==> config.mk <==
export PLATFORM = sky130hd
export DESIGN_NAME = synmode_ctrl
export DESIGN_NICKNAME = d
export VERILOG_FILES = /design/src/rtl/synmode_pkg.sv /design/src/rtl/synmode_ref_qual.sv /design/src/rtl/synmode_fsm.sv /design/src/rtl/synmode_outdec.sv /design/src/rtl/synmode_ctrl.sv
export SDC_FILE = /design/constraint.sdc
export NUM_CORES = 1
export LEC_CHECK = 0
export ABC_AREA = 1
export BUFFER_PORTS_ARGS = -buffer_cell sky130_fd_sc_hd__buf_2
export CORE_MARGIN = 3
export CORE_UTILIZATION = 50
export CTS_CLUSTER_DIAMETER = 150
export DETAILED_ROUTE_END_ITERATION = 16
export PLACE_DENSITY_LB_ADDON = 0.08
export REMOVE_ABC_BUFFERS = 1
export SLEW_MARGIN = 20
export SYNTH_ARGS = -nofsm -noshare
export SYNTH_HDL_FRONTEND = slang
export SYNTH_HIERARCHICAL = 1
export SYNTH_SLANG_ARGS = --single-unit
==> constraint.sdc <==
create_clock -name clk -period 1.65 [get_ports clk]
set_input_delay 0.0825 -clock clk [delete_from_list [all_inputs] [get_ports clk]]
set_output_delay 0.0825 -clock clk [all_outputs]
set_load 0.03 [all_outputs]
==> src/rtl/synmode_pkg.sv <==
package synmode_pkg;

    typedef enum logic [2:0] {
        ST_FREE   = 3'd0,
        ST_NORM_P = 3'd1,
        ST_NORM_S = 3'd2,
        ST_HOLD_P = 3'd3,
        ST_HOLD_S = 3'd4,
        ST_AUTO_P = 3'd5,
        ST_AUTO_S = 3'd6
    } sync_state_e;

    localparam int NUM_REFS = 2;
    localparam int REF_PRI  = 0;
    localparam int REF_SEC  = 1;

    function automatic logic is_auto(input sync_state_e s);
        return (s == ST_AUTO_P) || (s == ST_AUTO_S);
    endfunction

    function automatic logic is_norm(input sync_state_e s);
        return (s == ST_NORM_P) || (s == ST_NORM_S);
    endfunction

endpackage

==> src/rtl/synmode_ref_qual.sv <==
module synmode_ref_qual #(
    parameter int STABLE_CYCLES = 4
) (
    input  logic clk,
    input  logic rst,
    input  logic raw_ok,
    output logic qual_ok
);
    localparam int CNT_W = (STABLE_CYCLES > 1) ? $clog2(STABLE_CYCLES) : 1;
    localparam logic [CNT_W-1:0] LAST = CNT_W'(STABLE_CYCLES - 1);

    logic [CNT_W-1:0] run_cnt;

    always_ff @(posedge clk) begin
        if (rst) begin
            qual_ok <= 1'b0;
            run_cnt <= '0;
        end else if (raw_ok == qual_ok) begin
            run_cnt <= '0;
        end else if (run_cnt == LAST) begin
            qual_ok <= raw_ok;
            run_cnt <= '0;
        end else begin
            run_cnt <= run_cnt + 1'b1;
        end
    end

    // the filtered level only ever moves toward the raw level just seen
    a_r6_follows_raw: assert property (@(posedge clk) disable iff (rst)
        !$stable(qual_ok) |-> (qual_ok == $past(raw_ok)));

endmodule

==> src/rtl/synmode_fsm.sv <==
module synmode_fsm
    import synmode_pkg::*;
(
    input  logic                clk,
    input  logic                rst,
    input  logic [2:0]          mode_sel,
    input  logic [NUM_REFS-1:0] ok_q,
    input  logic                cont_sel,
    output sync_state_e         cur,
    output logic                realign_pulse,
    output logic                tie_pulse
);
    sync_state_e nxt;
    logic        sel_ok;
    logic        recover;

    always_comb begin
        sel_ok = mode_sel[0] ? ok_q[REF_SEC] : ok_q[REF_PRI];
        nxt    = cur;
        if (mode_sel[2]) begin
            nxt = ST_FREE;
        end else if (mode_sel[1]) begin
            nxt = mode_sel[0] ? ST_HOLD_S : ST_HOLD_P;
        end else if (sel_ok) begin
            nxt = mode_sel[0] ? ST_NORM_S : ST_NORM_P;
        end else begin
            unique case (cur)
                ST_NORM_P, ST_AUTO_P: nxt = ST_AUTO_P;
                ST_NORM_S, ST_AUTO_S: nxt = ST_AUTO_S;
                default:              nxt = cur;
            endcase
        end
    end

    assign recover = is_auto(cur) && is_norm(nxt);

    // state register
    always_ff @(posedge clk) begin
        if (rst) cur <= ST_FREE;
        else     cur <= nxt;
    end

    // registered command outputs
    always_ff @(posedge clk) begin
        if (rst) begin
            realign_pulse <= 1'b0;
            tie_pulse     <= 1'b0;
        end else begin
            realign_pulse <= recover && !cont_sel;
            tie_pulse     <= recover &&  cont_sel;
        end
    end

    a_r2_forced_free: assert property (@(posedge clk) disable iff (rst)
        mode_sel[2] |=> (cur == ST_FREE));

    a_r3_forced_hold_p: assert property (@(posedge clk) disable iff (rst)
        (mode_sel == 3'b010) |=> (cur == ST_HOLD_P));

    a_r4_entry_needs_valid: assert property (@(posedge clk) disable iff (rst)
        (cur == ST_NORM_P && $past(cur) != ST_NORM_P) |-> $past(ok_q[REF_PRI]));

    a_r7_pulse_exclusive: assert property (@(posedge clk) disable iff (rst)
        $onehot0({realign_pulse, tie_pulse}));

    a_r7_pulse_single: assert property (@(posedge clk) disable iff (rst)
        (realign_pulse || tie_pulse) |=> !(realign_pulse || tie_pulse));

    a_r7_pulse_after_auto: assert property (@(posedge clk) disable iff (rst)
        (realign_pulse || tie_pulse) |-> is_auto($past(cur)));

endmodule

==> src/rtl/synmode_outdec.sv <==
module synmode_outdec
    import synmode_pkg::*;
(
    input  logic                clk,
    input  logic                rst,
    input  sync_state_e         cur,
    input  logic [NUM_REFS-1:0] ok_q,
    output logic [2:0]          state_code,
    output logic                ref_sec,
    output logic                hold_en,
    output logic                capture_stb
);
    always_comb begin
        state_code  = cur;
        ref_sec     = 1'b0;
        hold_en     = 1'b0;
        capture_stb = 1'b0;
        unique case (cur)
            ST_FREE:   ;
            ST_NORM_P: capture_stb = ok_q[REF_PRI];
            ST_NORM_S: begin ref_sec = 1'b1; capture_stb = ok_q[REF_SEC]; end
            ST_HOLD_P: hold_en = 1'b1;
            ST_HOLD_S: begin ref_sec = 1'b1; hold_en = 1'b1; end
            ST_AUTO_P: hold_en = 1'b1;
            ST_AUTO_S: begin ref_sec = 1'b1; hold_en = 1'b1; end
            default:   ;
        endcase
    end

    // the word is never frozen and refreshed in the same cycle
    a_r8_hold_excl_capture: assert property (@(posedge clk) disable iff (rst)
        hold_en |-> !capture_stb);

endmodule

==> src/rtl/synmode_ctrl.sv <==
module synmode_ctrl
    import synmode_pkg::*;
#(
    parameter int STABLE_CYCLES = 4
) (
    input  logic       clk,
    input  logic       rst,
    input  logic [2:0] mode_sel,
    input  logic       pri_ok,
    input  logic       sec_ok,
    input  logic       cont_sel,
    output logic [2:0] state_code,
    output logic       ref_sec,
    output logic       hold_en,
    output logic       capture_stb,
    output logic       realign_pulse,
    output logic       tie_pulse
);
    logic [NUM_REFS-1:0] raw_ok;
    logic [NUM_REFS-1:0] ok_q;
    sync_state_e         cur;

    assign raw_ok = {sec_ok, pri_ok};

    for (genvar g = 0; g < NUM_REFS; g++) begin : g_qual
        synmode_ref_qual #(.STABLE_CYCLES(STABLE_CYCLES)) u_qual (
            .clk     (clk),
            .rst     (rst),
            .raw_ok  (raw_ok[g]),
            .qual_ok (ok_q[g])
        );
    end

    synmode_fsm u_fsm (
        .clk           (clk),
        .rst           (rst),
        .mode_sel      (mode_sel),
        .ok_q          (ok_q),
        .cont_sel      (cont_sel),
        .cur           (cur),
        .realign_pulse (realign_pulse),
        .tie_pulse     (tie_pulse)
    );

    synmode_outdec u_dec (
        .clk         (clk),
        .rst         (rst),
        .cur         (cur),
        .ok_q        (ok_q),
        .state_code  (state_code),
        .ref_sec     (ref_sec),
        .hold_en     (hold_en),
        .capture_stb (capture_stb)
    );

endmodule

Word-level counts from Yosys, hierarchy flattened
Cells that the tools add are included.
{"block": "op_classes", "shifts": 0, "n_eq_ne": 12, "n_mux": 10, "n_lt_le_gt_ge": 0, "multipliers": 0, "n_reduce_logical": 14, "n_bitwise": 2, "div_mod_pow": 0, "addsub": 2}
{"op": "$mux W3", "count": 4}
{"op": "$eq A3 B2 Y1 const B", "count": 3}
{"op": "$eq A3 B3 Y1 const B", "count": 3}
{"op": "$reduce_or A3 Y1", "count": 3}
{"op": "$eq A3 B1 Y1 const B", "count": 2}
{"op": "$pmux W3 S2", "count": 1}
{"op": "$add A2 B1 Y2 const B", "count": 2}
{"op": "$eq A2 B2 Y1 const B", "count": 2}
{"op": "$reduce_and A2 Y1", "count": 2}
{"op": "$reduce_or A2 Y1", "count": 2}
{"op": "$reduce_or A4 Y1", "count": 1}
{"op": "$logic_and A1 B1 Y1", "count": 3}
{"op": "$mux W1", "count": 3}
{"op": "$eq A1 B1 Y1", "count": 2}
{"op": "$logic_or A1 B1 Y1", "count": 2}
{"op": "$mux W2", "count": 1}
{"op": "$not A1 Y1", "count": 2}
{"op": "$pmux W1 S2", "count": 1}
{"op": "$logic_not A1 Y1", "count": 1}
{"block": "word_totals", "memories": 0, "latch_bits": 0, "out_inout_bits": 8, "input_bits": 8, "register_bits": 11, "wordCells": 47, "mem_bits_ro": 0, "ram_bits": 0}

Logic depth before layout (Yosys ltp)
Gate-level depths: netlist of run 1.
{"block": "depth", "depth_word": 10, "mapped_depth": 11, "depth_no_buf": 11}

Modules after synthesis
The synthesis of run 1 kept the hierarchy.
{"mod": "synmode_fsm", "area_each_um2": 311.5, "seq_area_each_um2": 100.1, "instances": 1, "cells_each": 48}
{"mod": "synmode_ref_qual", "area_each_um2": 131.4, "seq_area_each_um2": 60.1, "instances": 2, "cells_each": 17}
{"mod": "synmode_outdec", "area_each_um2": 75.1, "seq_area_each_um2": 0.0, "instances": 1, "cells_each": 15}

Worst setup path before layout of run 1
Ideal clock, no wire load.
{"block": "synth_path", "kind": "reg-to-reg", "from": "register u_fsm.cur[0]", "to": "register u_fsm.realign_pulse", "period_less_slack_ps": 1408, "setup_time_ps": 64, "t_arrival_ps": 1344, "path_slack_ps": 242, "t_required_ps": 1586, "n_path_buf": 0, "stages_incl_launch_ff": 12, "cell_sequence": "dfxtp_1 inv_1 ha_1 inv_1 nand2_1 nand3_1 nand2_1 nand2_2 nand2_2 nand2_1 nand3_1 nor2_1"}
{"block": "synth_via", "elab_chain_len": 10, "word_cells_on_any_way": 16, "classes_between": "6 x eq/ne; 4 x mux; 6 x reduce/logical"}
{"item": "start: declaration", "line_no": "synmode_fsm.sv:9", "source": "output sync_state_e cur,"}
{"item": "start signal: assignment", "line_no": "synmode_fsm.sv:40", "source": "else cur <= nxt;"}
{"item": "$eq A3 B3 Y1, or another cell as far along", "line_no": "synmode_pkg.sv:18, synmode_fsm.sv:27"}
{"item": "$reduce_or A2 Y1", "line_no": "synmode_fsm.sv:27", "source": "unique case (cur)"}
{"item": "$pmux W3 S2", "line_no": "synmode_fsm.sv:27"}
{"item": "$mux W3", "line_no": "synmode_fsm.sv:24", "source": "end else if (sel_ok) begin"}
{"item": "$mux W3", "line_no": "synmode_fsm.sv:22", "source": "end else if (mode_sel[1]) begin"}
{"item": "$mux W3", "line_no": "synmode_fsm.sv:20", "source": "if (mode_sel[2]) begin"}
{"item": "$eq A3 B1 Y1 / $eq A3 B2 Y1 (equally long branches)", "line_no": "synmode_pkg.sv:22", "source": "return (s == ST_NORM_P) || (s == ST_NORM_S);"}
{"item": "$logic_or A1 B1 Y1", "line_no": "synmode_pkg.sv:22"}
{"item": "$logic_and A1 B1 Y1 *", "line_no": "synmode_fsm.sv:35", "source": "assign recover = is_auto(cur) && is_norm(nxt);"}
{"item": "$logic_and A1 B1 Y1 *", "line_no": "synmode_fsm.sv:49", "source": "realign_pulse <= recover && !cont_sel;"}
{"item": "end signal: assignment", "line_no": "synmode_fsm.sv:49"}
{"item": "end: declaration", "line_no": "synmode_fsm.sv:10", "source": "output logic realign_pulse,"}
Mark *: on every way between the ends. The rest lies on a longest branch, timed or not.
A chain may end at the register's enable or synchronous reset.

Worst setup path in the final report of run 1
{"block": "layout_path", "from": "register u_fsm.cur[0]", "to": "register u_fsm.tie_pulse"}
{"block": "layout_via", "elab_chain_len": 10, "word_cells_on_any_way": 16, "classes_between": "6 x eq/ne; 4 x mux; 6 x reduce/logical"}
{"item": "$eq A3 B3 Y1, or another cell as far along", "line_no": "synmode_pkg.sv:18, synmode_fsm.sv:27"}
{"item": "$reduce_or A2 Y1", "line_no": "synmode_fsm.sv:27"}
{"item": "$pmux W3 S2", "line_no": "synmode_fsm.sv:27"}
{"item": "$mux W3", "line_no": "synmode_fsm.sv:24"}
{"item": "$mux W3", "line_no": "synmode_fsm.sv:22"}
{"item": "$mux W3", "line_no": "synmode_fsm.sv:20"}
{"item": "$eq A3 B1 Y1 / $eq A3 B2 Y1 (equally long branches)", "line_no": "synmode_pkg.sv:22"}
{"item": "$logic_or A1 B1 Y1", "line_no": "synmode_pkg.sv:22"}
{"item": "$logic_and A1 B1 Y1 *", "line_no": "synmode_fsm.sv:35"}
{"item": "$logic_and A1 B1 Y1 *", "line_no": "synmode_fsm.sv:50", "source": "tie_pulse <= recover && cont_sel;"}
{"item": "end signal: assignment", "line_no": "synmode_fsm.sv:50"}
{"item": "end: declaration", "line_no": "synmode_fsm.sv:11", "source": "output logic tie_pulse"}
Marks and branches as above.

==> impl_metrics.yaml, run 1 <==
cts:
  cts.sink_count: 11
  post_cts_hold_buffer_count: 0
  cts_tree: "done"
  h_tree_depth: 1
  worst_setup_hold_path_clk_slew_ps: 70
  cts-root-buf: "clkbuf_4"
  clockBufferDepth: 2
  worstSkewPairLatency_ps: 250
  cts_inserted_buffers: 3
  cts_setup_buffers: 0
  ctsResizeCount: 0
sta:
  final.setup.worst_slack_ps: 241
  rsz0062_at_grt: "false"
  report.final.setup_viol: 0
  slew-limit-headroom: 0.827
  achievable-frequency_ghz: 0.710
  timing.final.crit_period_ps: 1410
  worst_slew_pin_slew_ps: 257
  hold_ws_ps: 59.4
  finalSetupTns_ps: 0
  hold_viol_final: 0
  finClkSkew_ps: 1.73
  maxSlewViolCount: 0
  layout_worst_path_cycle_share: 0.854
logic_synthesis:
  synth_warnings: 6
  number_of_distinct_library_cell_variants_in_the_gate_level_netlist_after_synthesis: 18
  synth.avg_cell_area_um2: 6.69
  synth_seq_cells: 11
  synth_cells: 97
  synth-seq-area-share: 0.339
  syn-cell-area_um2: 649
setup_path:
  worst-endpoint-required_ps: 1850
  endpoint_kind: "flip-flop"
  cp_data_arrival_time_ps: 1610
  crit_type: "flip-flop to flip-flop"
  setup.worst_path.start_class: "flip-flop"
  critPathMaxFanout: 4
layout:
  antennaDiodeCount: 0
  layout-area-overhead-vs-synth_pct: 17.1
  final_common_cell: "nand2_1"
  utilization: 0.658
  commonest_non_fill_non_tap_cells_in_the_layout: "nand2_1 (20), inv_1 (17), nor2_1 (17)"
  design.final.nets: 128
  final_layout_size_suffix_gt1_frac: 0.296
  final_cells: 129
global_route:
  grt_remaining_overflow: 0
  maximum_number_of_pins_on_one_net_before_global_route_repair: 10
  grt_antenna_before_repair: 0
  grt_use_total: 0.159
  grt_pass1_vias: 568
  grt_pass1_wl_um: 2280
floorplanning:
  die_height_um: 42.0
  initial_core_utilization: 0.562
  core_area_mm2: 0.00116
  placement_rows: 12
  die_w_um: 42.0
  boundaryPins: 16
  design.die.area_mm2: 0.00177
placed_design:
  number_of_i_o_port_buffers: 15
  place.detailed.hpwl_um: 963
  placed_instances: 125
  gp_routability_congestion: 0.731
  dp_slack_ps: 238
detailed_routing:
  dr_total_vias: 609
  drc: 0
  wl_per_cell_um: 9.12
  antenna_violating_nets_post_route: 0
  totalWireLength_um: 1180
  first_pass_iters: 4
  vias_per_cell: 4.72
  first_drt_iteration_drcs: 7
power_and_ir_drop:
  pwr_density_cell_mw_per_mm2: 747
  leakage_nw: 0.410
  max-vdd-ir-drop_v: 0.000541
job:
  max_cap_violations: 0
outcome:
  run_status: "finished clean"
min_path:
  worstHoldPathType: "input port to flip-flop"
[worst paths after layout]
path / slack, ps / depth (start not counted) / start / end
max reg2reg: 240 / 11 / u_fsm/cur[0] / u_fsm/tie_pulse
min reg2reg: 420 / 1 / g_qual[1].u_qual/run_cnt[0] / g_qual[1].u_qual/run_cnt[0]
min: 60 / 3 / cont_sel / u_fsm/tie_pulse
max: 240 / 11 / u_fsm/cur[0] / u_fsm/tie_pulse
[synth_stat cells]
cell / instances / share of area
a21oi_1: 1 / 0.0077
o21ai_0: 1 / 0.0077
ha_1: 4 / 0.077
nand4_1: 1 / 0.0096
inv_1: 17 / 0.098
nor3_1: 2 / 0.015
inv_2: 1 / 0.0058
or2_2: 1 / 0.0096
dfxtp_1: 11 / 0.34
nor2_2: 4 / 0.039
buf_4: 3 / 0.035
nand3_2: 2 / 0.031
nand3_1: 4 / 0.031
o21ai_1: 2 / 0.015
a21oi_2: 2 / 0.027
nor2_1: 17 / 0.098
nand2_1: 20 / 0.12
nand2_2: 4 / 0.039
[cell type report]
type                    count  area, um2
fillers                   113        395
multi-input cells          65        339
flip-flops and latches     11        220
repair buffers             17       90.1
inverters                  18       67.6
clock buffers               4       26.3
well taps                  14       17.5
[worst max-delay path, stage by stage, from the launching register on]
cell and delay (ps):
dfxtp_1 330, inv_1 60, ha_1 330, inv_1 100, nand2_1 60, nand3_1 60
nand2_1 60, nand2_2 60, nand2_2 50, nand2_1 60, nand3_1 90, nor2_1 90
[power by group]
group / total (mW) / internal [mW] / switching [mW] / leakage [nW]
logic: 0.112 / 0.0409 / 0.0706 / 0.305
clock network: 0.173 / 0.0932 / 0.0802 / 0.0150
registers: 0.283 / 0.275 / 0.00770 / 0.0897
[routing by layer]
metal / part of all wire / up-vias / track usage
li1: - / 324 / -
met1: 0.44 / 269 / 0.199
met2: 0.49 / 16 / 0.281
met3: 0.064 / 0 / 0.0429
met4: 0 / 0 / 0.0186
met5: 0 / - / 0
[state kept, by name, summed over array words and instances (netlist names)]
signal                 cells
g_qual.u_qual/run_cnt      4
g_qual.u_qual/qual_ok      2
u_fsm/realign_pulse        1
u_fsm/cur                  3
u_fsm/tie_pulse            1
[logic make-up (layout without fill, tap and decap cells)]
family,count (synthesis),in the layout,share of synthesized area
adders and majority gates,4,4,0.0771
AOI/OAI and AO/OA,6,6,0.0578
DFF,11,11,0.339
and+or+nand+nor,55,55,0.387
buffers and inverters,21,39,0.139
[through the flow]
stage / total power, mW / cell area [um2]
final: 0.568 / 761
after global routing: 0.615 / 761
after CTS: 0.576 / 761
after detailed placement: 0.400 / 734
after global placement: 0.397 / 734
after floorplan: 0.364 / 627
Note: power is estimated with default switching activity, not from simulation.
==> run 2: changes to the inputs <==
Settings changed: CORE_AREA set to 3 3 40 42, CORE_MARGIN 3 to unset, CORE_UTILIZATION 50 to unset, CTS_BUF_LIST set to sky130_fd_sc_hd__clkbuf_16, DIE_AREA set to 0 0 43 45, SYNTH_HIERARCHICAL 1 to unset.
==> impl_metrics.yaml, run 2 <==
detailed_routing:
  dr_total_vias: 575
  wl_per_cell_um: 10.4
  first_drt_iteration_drcs: 1
  totalWireLength_um: 1260
  drc: 0
  vias_per_cell: 4.75
  antenna_violating_nets_post_route: 0
  first_pass_iters: 2
setup_path:
  cp_data_arrival_time_ps: 1430
  worstPathBufferInverterCount: 2
  timing.critical_path.cells: "inv_1 -> ha_1 -> o21ai_0 -> o211ai_1 -> buf_2"
  slowest_stage: "dfxtp_2"
  crit_type: "flip-flop to output pin"
  endpoint_kind: "output pin"
  worst-endpoint-required_ps: 1570
  critPathMaxFanout: 5
  setup.worst_path.start_class: "flip-flop"
  crit_family: "flip-flops"
  critical-path-max-stage-delay_ps: 350
sta:
  layout_worst_path_cycle_share: 0.914
  report.final.setup_viol: 0
  timing.final.crit_period_ps: 1510
  worst_slew_pin_slew_ps: 312
  finalSetupTns_ps: 0
  finClkSkew_ps: 0.443
  slew-limit-headroom: 0.792
  maxSlewViolCount: 0
  rsz0062_at_grt: "false"
  achievable-frequency_ghz: 0.663
  hold_viol_final: 0
power_and_ir_drop:
  max-vdd-ir-drop_v: 0.000794
  pwr_density_cell_mw_per_mm2: 1010
  leakage_nw: 0.417
  p_total_mw: 0.825
logic_synthesis:
  number_of_distinct_library_cell_variants_in_the_gate_level_netlist_after_synthesis: 16
  synth-async-reset-ratio: 0
  synth_cells: 85
  synth_top_cells_by_area: "dfxtp_1 (35%), ha_1 (14%), nor2_1 (9.0%), nand2_1 (8.4%), inv_1 (7.8%)"
  synth-edff-count: 0
  yosysTopAreaCell: "dfxtp_1"
  synth-seq-area-share: 0.351
  post-synth-top-count-cell: "nor2_1"
  synth.avg_cell_area_um2: 7.39
  postSynth.topFlopCell: "dfxtp_1"
  netlist.area_leader.share: 0.351
  syn-cell-area_um2: 628
  synth_seq_cells: 11
  synth_warnings: 0
  yosys-top-cells-count: "nor2_1 (15), nand2_1 (14), inv_1 (13)"
layout:
  antennaDiodeCount: 0
  largestRegisters: "g_qual.u_qual.run_cnt: 4 flops, u_fsm.cur: 3 flops, g_qual.u_qual.qual_ok: 2 flops"
  utilization: 0.637
  sequential_cell_area_um2: 221
  multiInputGateArea_um2: 355
  largest_register_ff_count: 4
  layout-area-overhead-vs-synth_pct: 30.3
  final_layout_size_suffix_gt1_frac: 0.292
  cell_area_after_layout_um2: 818
  commonest_non_fill_non_tap_cells_in_the_layout: "nor2_1 (15), buf_2 (15), nand2_1 (14)"
  n_fill_cell: 122
  design.final.nets: 122
  registers.top_by_ff_count: "g_qual.u_qual.run_cnt"
cts:
  clockBufferDepth: 2
  worstSkewPairLatency_ps: 240
  cts-root-buf: "clkbuf_16"
  cts_setup_buffers: 0
  worst_setup_hold_path_clk_slew_ps: 40
  h_tree_depth: 1
  cts.sink_count: 11
  cts_tree: "done"
  cts_inserted_buffers: 3
global_route:
  grt_antenna_before_repair: 0
  grt_remaining_overflow: 0
  grt_pass1_vias: 557
  grt_use_total: 0.159
  grt_pass1_wl_um: 2240
  maximum_number_of_pins_on_one_net_before_global_route_repair: 8
outcome:
  run_status: "finished clean"
placed_design:
  number_of_i_o_port_buffers: 15
  gp_routability_congestion: 0.730
  place.detailed.hpwl_um: 992
  dpl_cell_area_um2: 737
job:
  max_cap_violations: 0
floorplanning:
  core_area_mm2: 0.00128
  initial_core_utilization: 0.489
  die_height_um: 45
  boundaryPins: 16
  die_w_um: 43
  design.die.area_mm2: 0.00194
  placement_rows: 13
min_path:
  worstHoldPathType: "input port to flip-flop"
## run 2: area by class of cell
cell class	count	share of cell area
clock buffer	3	0.0917
multi-input combinational	60	0.434
tap	15	0.0229
clock inverter	1	0.00612
timing repair buffer	17	0.110
inverter	14	0.0642
sequential	11	0.271
## run 2: timing repair
item / 4_1_cts / 5_1_grt
hold buffers: 0 / 0
gates resized for setup: 0 / 1
setup endpoints to repair: 0 / 3
## run 2: final timing paths
| check | endpoint | slack [ps] | startpoint | cells after the start |
|---|---|---|---|---|
| max | hold_en | 140 | u_fsm.cur[0] | 5 |
| min | u_fsm.tie_pulse | 90 | cont_sel | 3 |
| max reg2reg | u_fsm.tie_pulse | 200 | u_fsm.cur[0] | 11 |
| min reg2reg | g_qual[1].u_qual.run_cnt[0] | 430 | g_qual[1].u_qual.run_cnt[0] | 1 |
## run 2: layer usage
metal | share of wire | track usage | up-vias
met2 | 0.46 | 0.257 | 14
met5 | 0 | 0 | -
met1 | 0.45 | 0.185 | 250
met3 | 0.061 | 0.0438 | 4
met4 | 0.029 | 0.102 | 0
li1 | - | - | 307
## run 2: power breakdown
part	total [mW]	switching, mW	internal (mW)	leakage, nW
logic	0.105	0.0669	0.0378	0.286
clock network	0.436	0.116	0.320	0.0409
registers	0.284	0.00746	0.277	0.0900
total	0.825	0.190	0.635	0.417
## run 2: cells by family after synthesis
| group | Yosys count | share of synthesized area |
|---|---|---|
| AOI/OAI and AO/OA | 13 | 0.139 |
| adders and majority gates | 7 | 0.139 |
| buffers and inverters | 14 | 0.0837 |
| DFF | 11 | 0.351 |
| and+or+nand+nor | 40 | 0.287 |
## run 2: stage by stage
stage	worst slack [ps]	hold slack (ps)	cells
after floorplan	-45.6	154	85
after global placement	202	329	117
after detailed placement	151	335	117
after CTS	63.9	88.4	121
after global routing	16.2	100	121
final	141	89.7	121
## run 2: worst register-to-register path: stages (launching register included)
cell and delay, ps:
dfxtp_2 350, inv_1 80, ha_1 320, inv_1 90, nand2_1 60, nand3_1 60
nand2_1 60, nand2_2 70, nand2_2 60, nand2_2 70, nand3_2 80, nor2_1 80
==> run 3: changes to the inputs <==
Settings changed: CELL_PAD_IN_SITES_DETAIL_PLACEMENT set to 0, CELL_PAD_IN_SITES_GLOBAL_PLACEMENT set to 1, CORE_AREA 3 3 40 42 to unset, CORE_ASPECT_RATIO set to 0.8, CORE_MARGIN set to 3, CORE_UTILIZATION set to 38, DIE_AREA 0 0 43 45 to unset.
Clock period 1.65 ns to 1.9 ns, I/O delays scaled along.
==> impl_metrics.yaml, run 3 (synthesis gave the netlist of run 2 again) <==
outcome:
  run_status: "finished clean"
cts:
  h_tree_depth: 1
  post_cts_hold_buffer_count: 0
  cts_setup_buffers: 0
  cts_tree: "done"
  worstSkewPairLatency_ps: 230
  ctsResizeCount: 0
  clockBufferDepth: 2
  worst_setup_hold_path_clk_slew_ps: 40
  cts-root-buf: "clkbuf_16"
  cts.sink_count: 11
  cts_inserted_buffers: 3
detailed_routing:
  drc: 0
  first_drt_iteration_drcs: 6
  wl_per_cell_um: 9.67
  vias_per_cell: 4.36
  first_pass_iters: 4
  antenna_violating_nets_post_route: 0
  dr_total_vias: 549
  totalWireLength_um: 1220
placed_design:
  number_of_i_o_port_buffers: 15
  dpl_cell_area_um2: 737
  place.detailed.hpwl_um: 988
  gp_routability_congestion: 0.697
  placed_instances: 122
global_route:
  grt_remaining_overflow: 0
  grt_antenna_before_repair: 0
  grt_pass1_wl_um: 2310
  grt_pass1_vias: 528
  grt_use_total: 0.139
  maximum_number_of_pins_on_one_net_before_global_route_repair: 8
floorplanning:
  design.die.area_mm2: 0.00218
  initial_core_utilization: 0.427
  die_w_um: 51.5
  placement_rows: 12
  core_area_mm2: 0.00147
  die_height_um: 42.4
  boundaryPins: 16
sta:
  achievable-frequency_ghz: 0.590
  finalSetupTns_ps: 0
  slew-limit-headroom: 0.795
  worst_slew_pin_slew_ps: 305
  rsz0062_at_grt: "false"
  report.final.setup_viol: 0
  layout_worst_path_cycle_share: 0.892
  maxSlewViolCount: 0
  timing.final.crit_period_ps: 1690
  finClkSkew_ps: 1.47
  hold_viol_final: 0
layout:
  design.final.nets: 121
  antennaDiodeCount: 0
  sequential_cell_area_um2: 220
  utilization: 0.554
  cell_area_after_layout_um2: 816
  layout-area-overhead-vs-synth_pct: 29.9
  largestRegisters: "g_qual.u_qual.run_cnt: 4 flops, u_fsm.cur: 3 flops, g_qual.u_qual.qual_ok: 2 flops"
  final_layout_size_suffix_gt1_frac: 0.267
  largest_register_ff_count: 4
  registers.top_by_ff_count: "g_qual.u_qual.run_cnt"
  commonest_non_fill_non_tap_cells_in_the_layout: "nor2_1 (15), buf_2 (15), inv_1 (14), nand2_1 (14), dfxtp_1 (11)"
  n_fill_cell: 152
  final_cells: 126
  multiInputGateArea_um2: 355
setup_path:
  cp_data_arrival_time_ps: 1600
  worst-endpoint-required_ps: 1800
  endpoint_kind: "output pin"
  slowest_stage: "dfxtp_1"
  timing.critical_path.cells: "inv_1 -> ha_1 -> o21ai_0 -> o211ai_1 -> buf_2"
  crit_type: "flip-flop to output pin"
  critPathMaxFanout: 5
  critical-path-max-stage-delay_ps: 400
  setup.worst_path.start_class: "flip-flop"
min_path:
  worstHoldPathType: "input port to flip-flop"
power_and_ir_drop:
  leakage_nw: 0.413
  max-vdd-ir-drop_v: 0.000825
  pwr_density_cell_mw_per_mm2: 863
job:
  max_cap_violations: 0
==> run 3: cell count changes in the layout (fill, tap and decap cells not counted) <==
| cell | previous run | this run |
|---|---|---|
| buf_4 | 2 | 1 |
| inv_1 | 13 | 14 |
| dfxtp_2 | 1 | 0 |
| clkinv_2 | 1 | 0 |
| dfxtp_1 | 10 | 11 |
==> run 3: worst paths after layout <==
kind / cells after the start / end / slack (ps) / from
worst max-delay path: 5 / hold_en / 210 / u_fsm.cur[0]
worst min-delay path: 3 / u_fsm.tie_pulse / 100 / cont_sel
worst max register to register: 10 / u_fsm.realign_pulse / 340 / u_fsm.cur[0]
worst min register to register: 1 / g_qual[1].u_qual.run_cnt[0] / 420 / g_qual[1].u_qual.run_cnt[0]
==> run 3: layout make-up <==
type | count | share of cell area
clock buffers | 3 | 0.0920
clock inverters | 1 | 0.00460
well taps | 21 | 0.0322
flip-flops and latches | 11 | 0.270
inverters | 14 | 0.0644
repair buffers | 16 | 0.101
multi-input cells | 60 | 0.436
==> run 3: critical path, delay by kind of cell (launching register included) <==
| kind | cells | cell delay [ps] |
|---|---|---|
| AOI/OAI and AO/OA | 2 | 410 |
| DFF | 1 | 400 |
| buffers and inverters | 2 | 300 |
| adders and majority gates | 1 | 250 |
==> run 3: metrics by stage <==
step	power (mW)	setup WS, ps	hold WS [ps]
floorplan	0.311	192	167
global placement	0.338	382	342
detailed placement	0.339	350	343
CTS	0.714	219	101
global route	0.741	142	121
finish	0.704	206	102
==> run 3: report_power, final <==
| part | switching (mW) | internal [mW] |
|---|---|---|
| clock network | 0.0938 | 0.275 |
| logic | 0.0562 | 0.0316 |
| registers | 0.00738 | 0.240 |
==> run 3: metal layers <==
layer | track usage | part of all wire
met2 | 0.195 | 0.38
met3 | 0.0676 | 0.075
met4 | 0 | 0
met5 | 0 | 0
met1 | 0.204 | 0.54
